`config.mk`:
```
export PLATFORM = sky130hd
export DESIGN_NAME = gpio_ctrl
export DESIGN_NICKNAME = d
export VERILOG_FILES = /design/src/rtl/gpio_pkg.sv /design/src/rtl/gpio_sync.sv /design/src/rtl/gpio_regfile.sv /design/src/rtl/gpio_irq_bank.sv /design/src/rtl/gpio_pad_mux.sv /design/src/rtl/gpio_ctrl.sv
export SDC_FILE = /design/constraint.sdc
export NUM_CORES = 1
export LEC_CHECK = 0
export BUFFER_PORTS_ARGS = -buffer_cell sky130_fd_sc_hd__buf_2
export CAP_MARGIN = 20
export CORE_ASPECT_RATIO = 1.25
export CORE_UTILIZATION = 40
export DETAILED_ROUTE_END_ITERATION = 8
export GPL_TIMING_DRIVEN = 0
export SLEW_MARGIN = 20
export SYNTH_ARGS = -nofsm -noshare
export SYNTH_HDL_FRONTEND = slang
export SYNTH_SLANG_ARGS = --single-unit
```
`constraint.sdc`:
```
create_clock -name clk -period 23.1 [get_ports clk]
set_clock_uncertainty 0.05 [all_clocks]
set_input_delay 1.155 -clock clk [delete_from_list [all_inputs] [get_ports clk]]
set_output_delay 1.155 -clock clk [all_outputs]
set_load 0.02 [all_outputs]
```
`src/rtl/gpio_pkg.sv`:
```
package gpio_pkg;

  localparam int ADDR_W = 7;
  localparam int BUS_W  = 32;
  localparam int NCLS   = 4;
  localparam int NCFG   = 12;

  // Interrupt class order fixes the arm/flag address pairing.
  typedef enum logic [1:0] {
    EV_UP = 2'd0,
    EV_DN = 2'd1,
    EV_HI = 2'd2,
    EV_LO = 2'd3
  } ev_cls_e;

  // Writable configuration words; the four arm words are contiguous.
  typedef enum logic [3:0] {
    CF_SENSE    = 4'd0,
    CF_DRV_EN   = 4'd1,
    CF_DRV_VAL  = 4'd2,
    CF_PULL     = 4'd3,
    CF_STRENGTH = 4'd4,
    CF_ARM_UP   = 4'd5,
    CF_ARM_DN   = 4'd6,
    CF_ARM_HI   = 4'd7,
    CF_ARM_LO   = 4'd8,
    CF_ALT_EN   = 4'd9,
    CF_ALT_PICK = 4'd10,
    CF_FLIP     = 4'd11
  } cfg_idx_e;

  localparam logic [ADDR_W-1:0] A_LEVEL = 7'h00;

  function automatic logic [ADDR_W-1:0] cfg_addr(input int idx);
    logic [ADDR_W-1:0] a;
    case (idx)
      0:       a = 7'h04;
      1:       a = 7'h08;
      2:       a = 7'h0C;
      3:       a = 7'h10;
      4:       a = 7'h14;
      5:       a = 7'h18;
      6:       a = 7'h20;
      7:       a = 7'h28;
      8:       a = 7'h30;
      9:       a = 7'h38;
      10:      a = 7'h3C;
      11:      a = 7'h40;
      default: a = 7'h7F;
    endcase
    return a;
  endfunction

  function automatic logic [ADDR_W-1:0] flag_addr(input int cls);
    logic [ADDR_W-1:0] a;
    case (cls)
      0:       a = 7'h1C;
      1:       a = 7'h24;
      2:       a = 7'h2C;
      3:       a = 7'h34;
      default: a = 7'h7F;
    endcase
    return a;
  endfunction

endpackage

```
`src/rtl/gpio_sync.sv`:
```
module gpio_sync #(
  parameter int W      = 32,
  parameter int STAGES = 2
) (
  input  logic         clk,
  input  logic         rst_n,
  input  logic [W-1:0] d,
  output logic [W-1:0] q
);

  logic [STAGES-1:0][W-1:0] stg_q;
  logic [STAGES-1:0][W-1:0] stg_d;

  always_comb begin
    stg_d[0] = d;
    for (int i = 1; i < STAGES; i++) begin
      stg_d[i] = stg_q[i-1];
    end
  end

  always_ff @(posedge clk or negedge rst_n) begin
    if (!rst_n) begin
      stg_q <= '0;
    end else begin
      stg_q <= stg_d;
    end
  end

  assign q = stg_q[STAGES-1];

endmodule

```
`src/rtl/gpio_regfile.sv`:
```
module gpio_regfile
  import gpio_pkg::*;
#(
  parameter int NPIN = 32
) (
  input  logic                       clk,
  input  logic                       rst_n,
  input  logic [ADDR_W-1:0]          addr,
  input  logic                       we,
  input  logic [NPIN-1:0]            wbits,
  output logic [NCFG-1:0][NPIN-1:0]  cfg_q
);

  logic [NCFG-1:0]            hit;
  logic [NCFG-1:0][NPIN-1:0]  cfg_d;

  for (genvar i = 0; i < NCFG; i++) begin : g_dec
    assign hit[i] = we && (addr == cfg_addr(i));
  end

  always_comb begin
    for (int i = 0; i < NCFG; i++) begin
      cfg_d[i] = hit[i] ? wbits : cfg_q[i];
    end
  end

  always_ff @(posedge clk or negedge rst_n) begin
    if (!rst_n) begin
      cfg_q <= '0;
    end else begin
      cfg_q <= cfg_d;
    end
  end

endmodule

```
`src/rtl/gpio_irq_bank.sv`:
```
module gpio_irq_bank
  import gpio_pkg::*;
#(
  parameter int NPIN = 32
) (
  input  logic                       clk,
  input  logic                       rst_n,
  input  logic [NPIN-1:0]            lvl,
  input  logic [ADDR_W-1:0]          addr,
  input  logic                       we,
  input  logic [NPIN-1:0]            wbits,
  input  logic [NCLS-1:0][NPIN-1:0]  arm,
  output logic [NCLS-1:0][NPIN-1:0]  flag_q,
  output logic [NPIN-1:0]            irq
);

  logic [NPIN-1:0]            lvl_prev;
  logic [NCLS-1:0][NPIN-1:0]  evt;
  logic [NCLS-1:0][NPIN-1:0]  clr;
  logic [NCLS-1:0][NPIN-1:0]  flag_d;

  always_comb begin
    evt[EV_UP] = lvl & ~lvl_prev;
    evt[EV_DN] = ~lvl & lvl_prev;
    evt[EV_HI] = lvl;
    evt[EV_LO] = ~lvl;
  end

  for (genvar c = 0; c < NCLS; c++) begin : g_cls
    assign clr[c] = (we && (addr == flag_addr(c))) ? wbits : '0;
    // A fresh event outranks a clear landing on the same edge.
    assign flag_d[c] = (flag_q[c] & ~clr[c]) | evt[c];
  end

  always_ff @(posedge clk or negedge rst_n) begin
    if (!rst_n) begin
      lvl_prev <= '0;
      flag_q   <= '0;
    end else begin
      lvl_prev <= lvl;
      flag_q   <= flag_d;
    end
  end

  always_comb begin
    irq = '0;
    for (int c = 0; c < NCLS; c++) begin
      irq = irq | (flag_q[c] & arm[c]);
    end
  end

endmodule

```
`src/rtl/gpio_pad_mux.sv`:
```
module gpio_pad_mux #(
  parameter int NPIN = 32
) (
  input  logic [NPIN-1:0] drv_en,
  input  logic [NPIN-1:0] drv_val,
  input  logic [NPIN-1:0] alt_en,
  input  logic [NPIN-1:0] alt_pick,
  input  logic [NPIN-1:0] flip,
  input  logic [NPIN-1:0] fn0_out,
  input  logic [NPIN-1:0] fn0_oe,
  input  logic [NPIN-1:0] fn1_out,
  input  logic [NPIN-1:0] fn1_oe,
  output logic [NPIN-1:0] pad_out,
  output logic [NPIN-1:0] pad_oe
);

  for (genvar p = 0; p < NPIN; p++) begin : g_pin
    logic src_val;
    logic src_oe;
    always_comb begin
      if (alt_en[p]) begin
        src_val = alt_pick[p] ? fn1_out[p] : fn0_out[p];
        src_oe  = alt_pick[p] ? fn1_oe[p]  : fn0_oe[p];
      end else begin
        src_val = drv_val[p];
        src_oe  = drv_en[p];
      end
    end
    assign pad_out[p] = src_val ^ flip[p];
    assign pad_oe[p]  = src_oe;
  end

endmodule

```
`src/rtl/gpio_ctrl.sv`:
```
module gpio_ctrl
  import gpio_pkg::*;
#(
  parameter int NPIN = 32
) (
  input  logic               clk,
  input  logic               rst_n,
  input  logic [ADDR_W-1:0]  bus_addr,
  input  logic               bus_we,
  input  logic [BUS_W-1:0]   bus_wdata,
  output logic [BUS_W-1:0]   bus_rdata,
  input  logic [NPIN-1:0]    pad_in,
  output logic [NPIN-1:0]    pad_ie,
  output logic [NPIN-1:0]    pad_oe,
  output logic [NPIN-1:0]    pad_out,
  output logic [NPIN-1:0]    pad_pue,
  output logic [NPIN-1:0]    pad_ds,
  input  logic [NPIN-1:0]    fn0_out,
  input  logic [NPIN-1:0]    fn0_oe,
  input  logic [NPIN-1:0]    fn1_out,
  input  logic [NPIN-1:0]    fn1_oe,
  output logic [NPIN-1:0]    irq
);

  logic                       core_rst_n;
  logic [NPIN-1:0]            wbits;
  logic [NPIN-1:0]            pin_sync;
  logic [NPIN-1:0]            pin_lvl;
  logic [NCFG-1:0][NPIN-1:0]  cfg_q;
  logic [NCLS-1:0][NPIN-1:0]  flag_vec;
  logic [NPIN-1:0]            rd_bits;

  gpio_sync #(.W(1), .STAGES(2)) u_rst_sync (
    .clk   (clk),
    .rst_n (rst_n),
    .d     (1'b1),
    .q     (core_rst_n)
  );

  gpio_sync #(.W(NPIN), .STAGES(2)) u_in_sync (
    .clk   (clk),
    .rst_n (core_rst_n),
    .d     (pad_in),
    .q     (pin_sync)
  );

  assign wbits   = bus_wdata[NPIN-1:0];
  assign pin_lvl = pin_sync & cfg_q[CF_SENSE];

  gpio_regfile #(.NPIN(NPIN)) u_regs (
    .clk   (clk),
    .rst_n (core_rst_n),
    .addr  (bus_addr),
    .we    (bus_we),
    .wbits (wbits),
    .cfg_q (cfg_q)
  );

  gpio_irq_bank #(.NPIN(NPIN)) u_irq (
    .clk    (clk),
    .rst_n  (core_rst_n),
    .lvl    (pin_lvl),
    .addr   (bus_addr),
    .we     (bus_we),
    .wbits  (wbits),
    .arm    (cfg_q[int'(CF_ARM_UP) +: NCLS]),
    .flag_q (flag_vec),
    .irq    (irq)
  );

  gpio_pad_mux #(.NPIN(NPIN)) u_mux (
    .drv_en   (cfg_q[CF_DRV_EN]),
    .drv_val  (cfg_q[CF_DRV_VAL]),
    .alt_en   (cfg_q[CF_ALT_EN]),
    .alt_pick (cfg_q[CF_ALT_PICK]),
    .flip     (cfg_q[CF_FLIP]),
    .fn0_out  (fn0_out),
    .fn0_oe   (fn0_oe),
    .fn1_out  (fn1_out),
    .fn1_oe   (fn1_oe),
    .pad_out  (pad_out),
    .pad_oe   (pad_oe)
  );

  assign pad_ie  = cfg_q[CF_SENSE];
  assign pad_pue = cfg_q[CF_PULL];
  assign pad_ds  = cfg_q[CF_STRENGTH];

  always_comb begin
    rd_bits = '0;
    if (bus_addr == A_LEVEL) begin
      rd_bits = pin_lvl;
    end
    for (int i = 0; i < NCFG; i++) begin
      if (bus_addr == cfg_addr(i)) begin
        rd_bits = cfg_q[i];
      end
    end
    for (int c = 0; c < NCLS; c++) begin
      if (bus_addr == flag_addr(c)) begin
        rd_bits = flag_vec[c];
      end
    end
  end

  always_comb begin
    bus_rdata = '0;
    bus_rdata[NPIN-1:0] = rd_bits;
  end

endmodule

```
==> qor.csv <==
stage,metric,value,unit
floorplan,core_area,73600,um2
worst_setup_path,crit_start,bus_addr[2],
worst_setup_path,crit_top_cell,buf_2,
timing,rsz0062_at_grt,no,
worst_setup_path,rrSetupSlack,21060,ps
placement,place_area,33600,um2
detailed_routing,routed_wl,128,mm
yosys,avgSynthCellArea,10.7,um2
power_and_ir_drop,p_leak,17.7,nW
yosys,synth_nets,2983,
floorplan,rows,111,
timing,fin_crit,6430,ps
timing,holdWs,107,ps
yosys,ys_types,71,
timing,min_period_over_period,0.278,
detailed_routing,dr.first_iter.drc_count,2810,
cells_and_area,layout.nets,3485,
yosys,yosys.area.top_type_share,0.511,
cells_and_area,layout_commonest_cell,dfrtp_1,
cts,numCtsBuffers,61,
floorplan,die_area,75800,um2
yosys,synth_top_family_by_area,multiplexers,
timing,hold_viol,0,
cells_and_area,syn_to_final_growth,19.7,%
detailed_routing,avgViaCountPerCell,5.95,
yosys,synthCells,2781,
power_and_ir_drop,ir_drop,0.0000474,V
cells_and_area,fillers,7034,
detailed_routing,ant_nets,0,
detailed_routing,wl_met1,48.3,mm
worst_setup_path,cp_max_fo,10,
global_routing,overflow,0,
yosys,synthTopCellsByArea,"dfrtp_1 51%, mux2_2 15%, nand2_1 5.5%",
global_routing,grt_antenna_before_repair,3,
placement,dpl.hpwl,91.6,mm
cells_and_area,layout_common_cells,"609 x dfrtp_1, 467 x buf_2, 439 x nand2_1",
yosys,ys_seq_area_frac,0.511,
worst_setup_path,rr_worst_depth,5,
cts,tritoncts,done,
outcome,status,finished clean,
worst_setup_path,r2r_start,u_rst_sync.q,
worst_setup_path,worstSetupEndpointType,primary output,
worst_setup_path,max_stage_delay,930,ps
yosys,synth_compound_area_frac,0.140,
floorplan,die_w,246,um
worst_setup_path,worst_ep_arrival_time,5220,ps
timing,setup_violations,0,
cts,post_cts_buffers,0,
cts,ctsResizeCount,0,
global_routing,grt_pass1_vias,25000,
worst_setup_path,path_cells,buf_2 > buf_2 > buf_2 > clkbuf_2 > clkbuf_1 > nor3_1 > o2bb2ai_1 > a221oi_1 > o21ai_0 > buf_2,
hold_path,min_path_type,reg -> async,
yosys,synth_fa_ha_area_frac,0,
cells_and_area,drive_gt1_frac,0.342,
detailed_routing,dr.pass1.iters,7,
detailed_routing,met3_length,12.4,mm
global_routing,grt_pass1_wl,179,mm
detailed_routing,met2WireLength,58.6,mm
detailed_routing,drc,0,
worst_setup_path,crit_end,bus_rdata[11],
worst_setup_path,crit_cells,10,
floorplan,die_h,308,um
yosys,synth_top_area_cell,dfrtp_1,
yosys,synth_edf_count,0,
yosys,synth-warning-count,0,
floorplan,ios,426,
yosys,synth-xor-area-share,0.00938,
worst_setup_path,r2r_end,u_regs.cfg_q[4],
power_and_ir_drop,total_power,2.80,mW
global_routing,grt_max_degree,56,
worst_setup_path,path_class,in -> out,
cts,cts-htree-levels,2,
cts,clockBufferDepth,3,
cells_and_area,fin_area,35800,um2
worst_setup_path,slowest_stage,clkbuf_1,
yosys,synthMuxAreaShare,0.188,
cts,clk_pin_slew,60,ps
detailed_routing,wl_per_cell,29.7,um
timing,tightest_slew,1290,ps
yosys,syn_area,29900,um2
timing,tns,0,ps
flow_run,maxCapViolations,0,
worst_setup_path,path_buf_inv,6,
detailed_routing,via_count,25600,
cts,clock-sinks,610,
worst_setup_path,critical-path-top-delay-family,buffers and inverters,
cts,clk_latency,660,ps
timing,timing.fmax,156,MHz
global_routing,gr-usage-all-layers,0.333,
timing,drv_slew,0,
placement,numPortBuffers,424,
detailed_routing,routed.top_layer,met5,
yosys,synth-seq-cells,610,
placement,place_congestion,1.03,
cts,hold_buffers,0,
cts,cts-root-buf,clkbuf_16,
worst_setup_path,start_kind,input pin,
yosys,synthFlopType,dfrtp_1,
floorplan,start_util,0.406,
power_and_ir_drop,p_per_area,78.4,nW/um2
yosys,async_flop_share,1.00,
worst_setup_path,critPathRequiredTime,21900,ps
yosys,synth-simple-area-share,0.0910,
timing,slew_headroom,0.138,
sequential cells by signal, summed over array words and instances, names as in the netlist:
| signal | flops |
|---|---|
| u_in_sync.stg_d | 32 |
| u_regs.cfg_q | 384 |
| u_irq.lvl_prev | 32 |
| u_rst_sync.q | 1 |
| u_rst_sync.stg_d | 1 |
| u_in_sync.q | 32 |
| u_irq.flag_q | 128 |
cell type report:
class,count,area [um2],share of cell area
flip-flops and latches,610,15300,0.427
multi-input cells,1837,12800,0.359
plain buffers,301,1690,0.0471
clock buffers,82,1700,0.0474
well taps,960,1200,0.0336
diodes,5,12.5,0.000350
inverters,33,124,0.00346
repair buffers,439,2490,0.0696
clock inverters,30,439,0.0123
worst min-delay path by stage:
stage / to / slack (ps) / start / cells after the start
finish: u_regs.cfg_q[150] / 110 / u_rst_sync.q / 0
global route: u_regs.cfg_q[23] / 120 / u_rst_sync.q / 0
CTS: u_in_sync.stg_d[55] / 110 / u_rst_sync.q / 0
detailed placement: u_in_sync.stg_d[55] / 110 / u_rst_sync.q / 0
global placement: u_in_sync.q[25] / 280 / u_in_sync.stg_d[57] / 0
floorplan: u_in_sync.q[0] / 280 / u_in_sync.stg_d[32] / 0
Yosys cell counts, types with 4 or more instances:
cell type	count
dfrtp_1	610
nand2_1	439
mux2_2	396
a21oi_1	149
nor2_1	133
buf_4	128
o21ai_0	122
mux2i_1	116
clkbuf_1	110
a22oi_1	106
o22ai_1	55
a22o_1	49
o211ai_1	36
buf_2	35
inv_1	33
xor2_1	32
buf_1	27
o221ai_1	25
nor3_1	15
a221o_1	14
o21a_1	14
nand2b_1	12
nand3_1	12
a31oi_1	11
a221oi_1	10
a211oi_1	7
nor2b_1	7
o2111ai_1	5
o2bb2ai_1	5
or3_1	4
metrics by stage:
step / instances / util / setup WS, ps
after detailed placement: 4179 / 0.456 / 16960
after global placement: 4165 / 0.451 / -2780
after CTS: 4291 / 0.485 / 16960
after global routing: 4293 / 0.486 / 16770
final: 4297 / 0.486 / 16670
after floorplan: 2781 / - / 4790
kinds of logic (layout without fill, tap and decap cells):
family                 after synthesis  after routing
other                                1              6
buffers and inverters              334            885
multiplexers                       512            512
flip-flops                         610            610
AND/OR/NAND/NOR                    657            657
XOR/XNOR                            32             32
AO/OA/AOI/OAI                      635            635
layer usage:
layer | vias to the layer above | GRT usage
met1 | 12700 | 0.417
met3 | 414 | 0.0775
met5 | - | 0
met2 | 1542 | 0.528
met4 | 2 | 0.187
li1 | 10900 | -
where the power goes:
group / internal [mW] / switching (mW) / total (mW)
Clock: 0.626 / 0.450 / 1.08
Sequential: 1.16 / 0.108 / 1.27
Combinational: 0.194 / 0.264 / 0.457
Total: 1.98 / 0.822 / 2.80
Note: power is estimated with default switching activity, not from simulation.
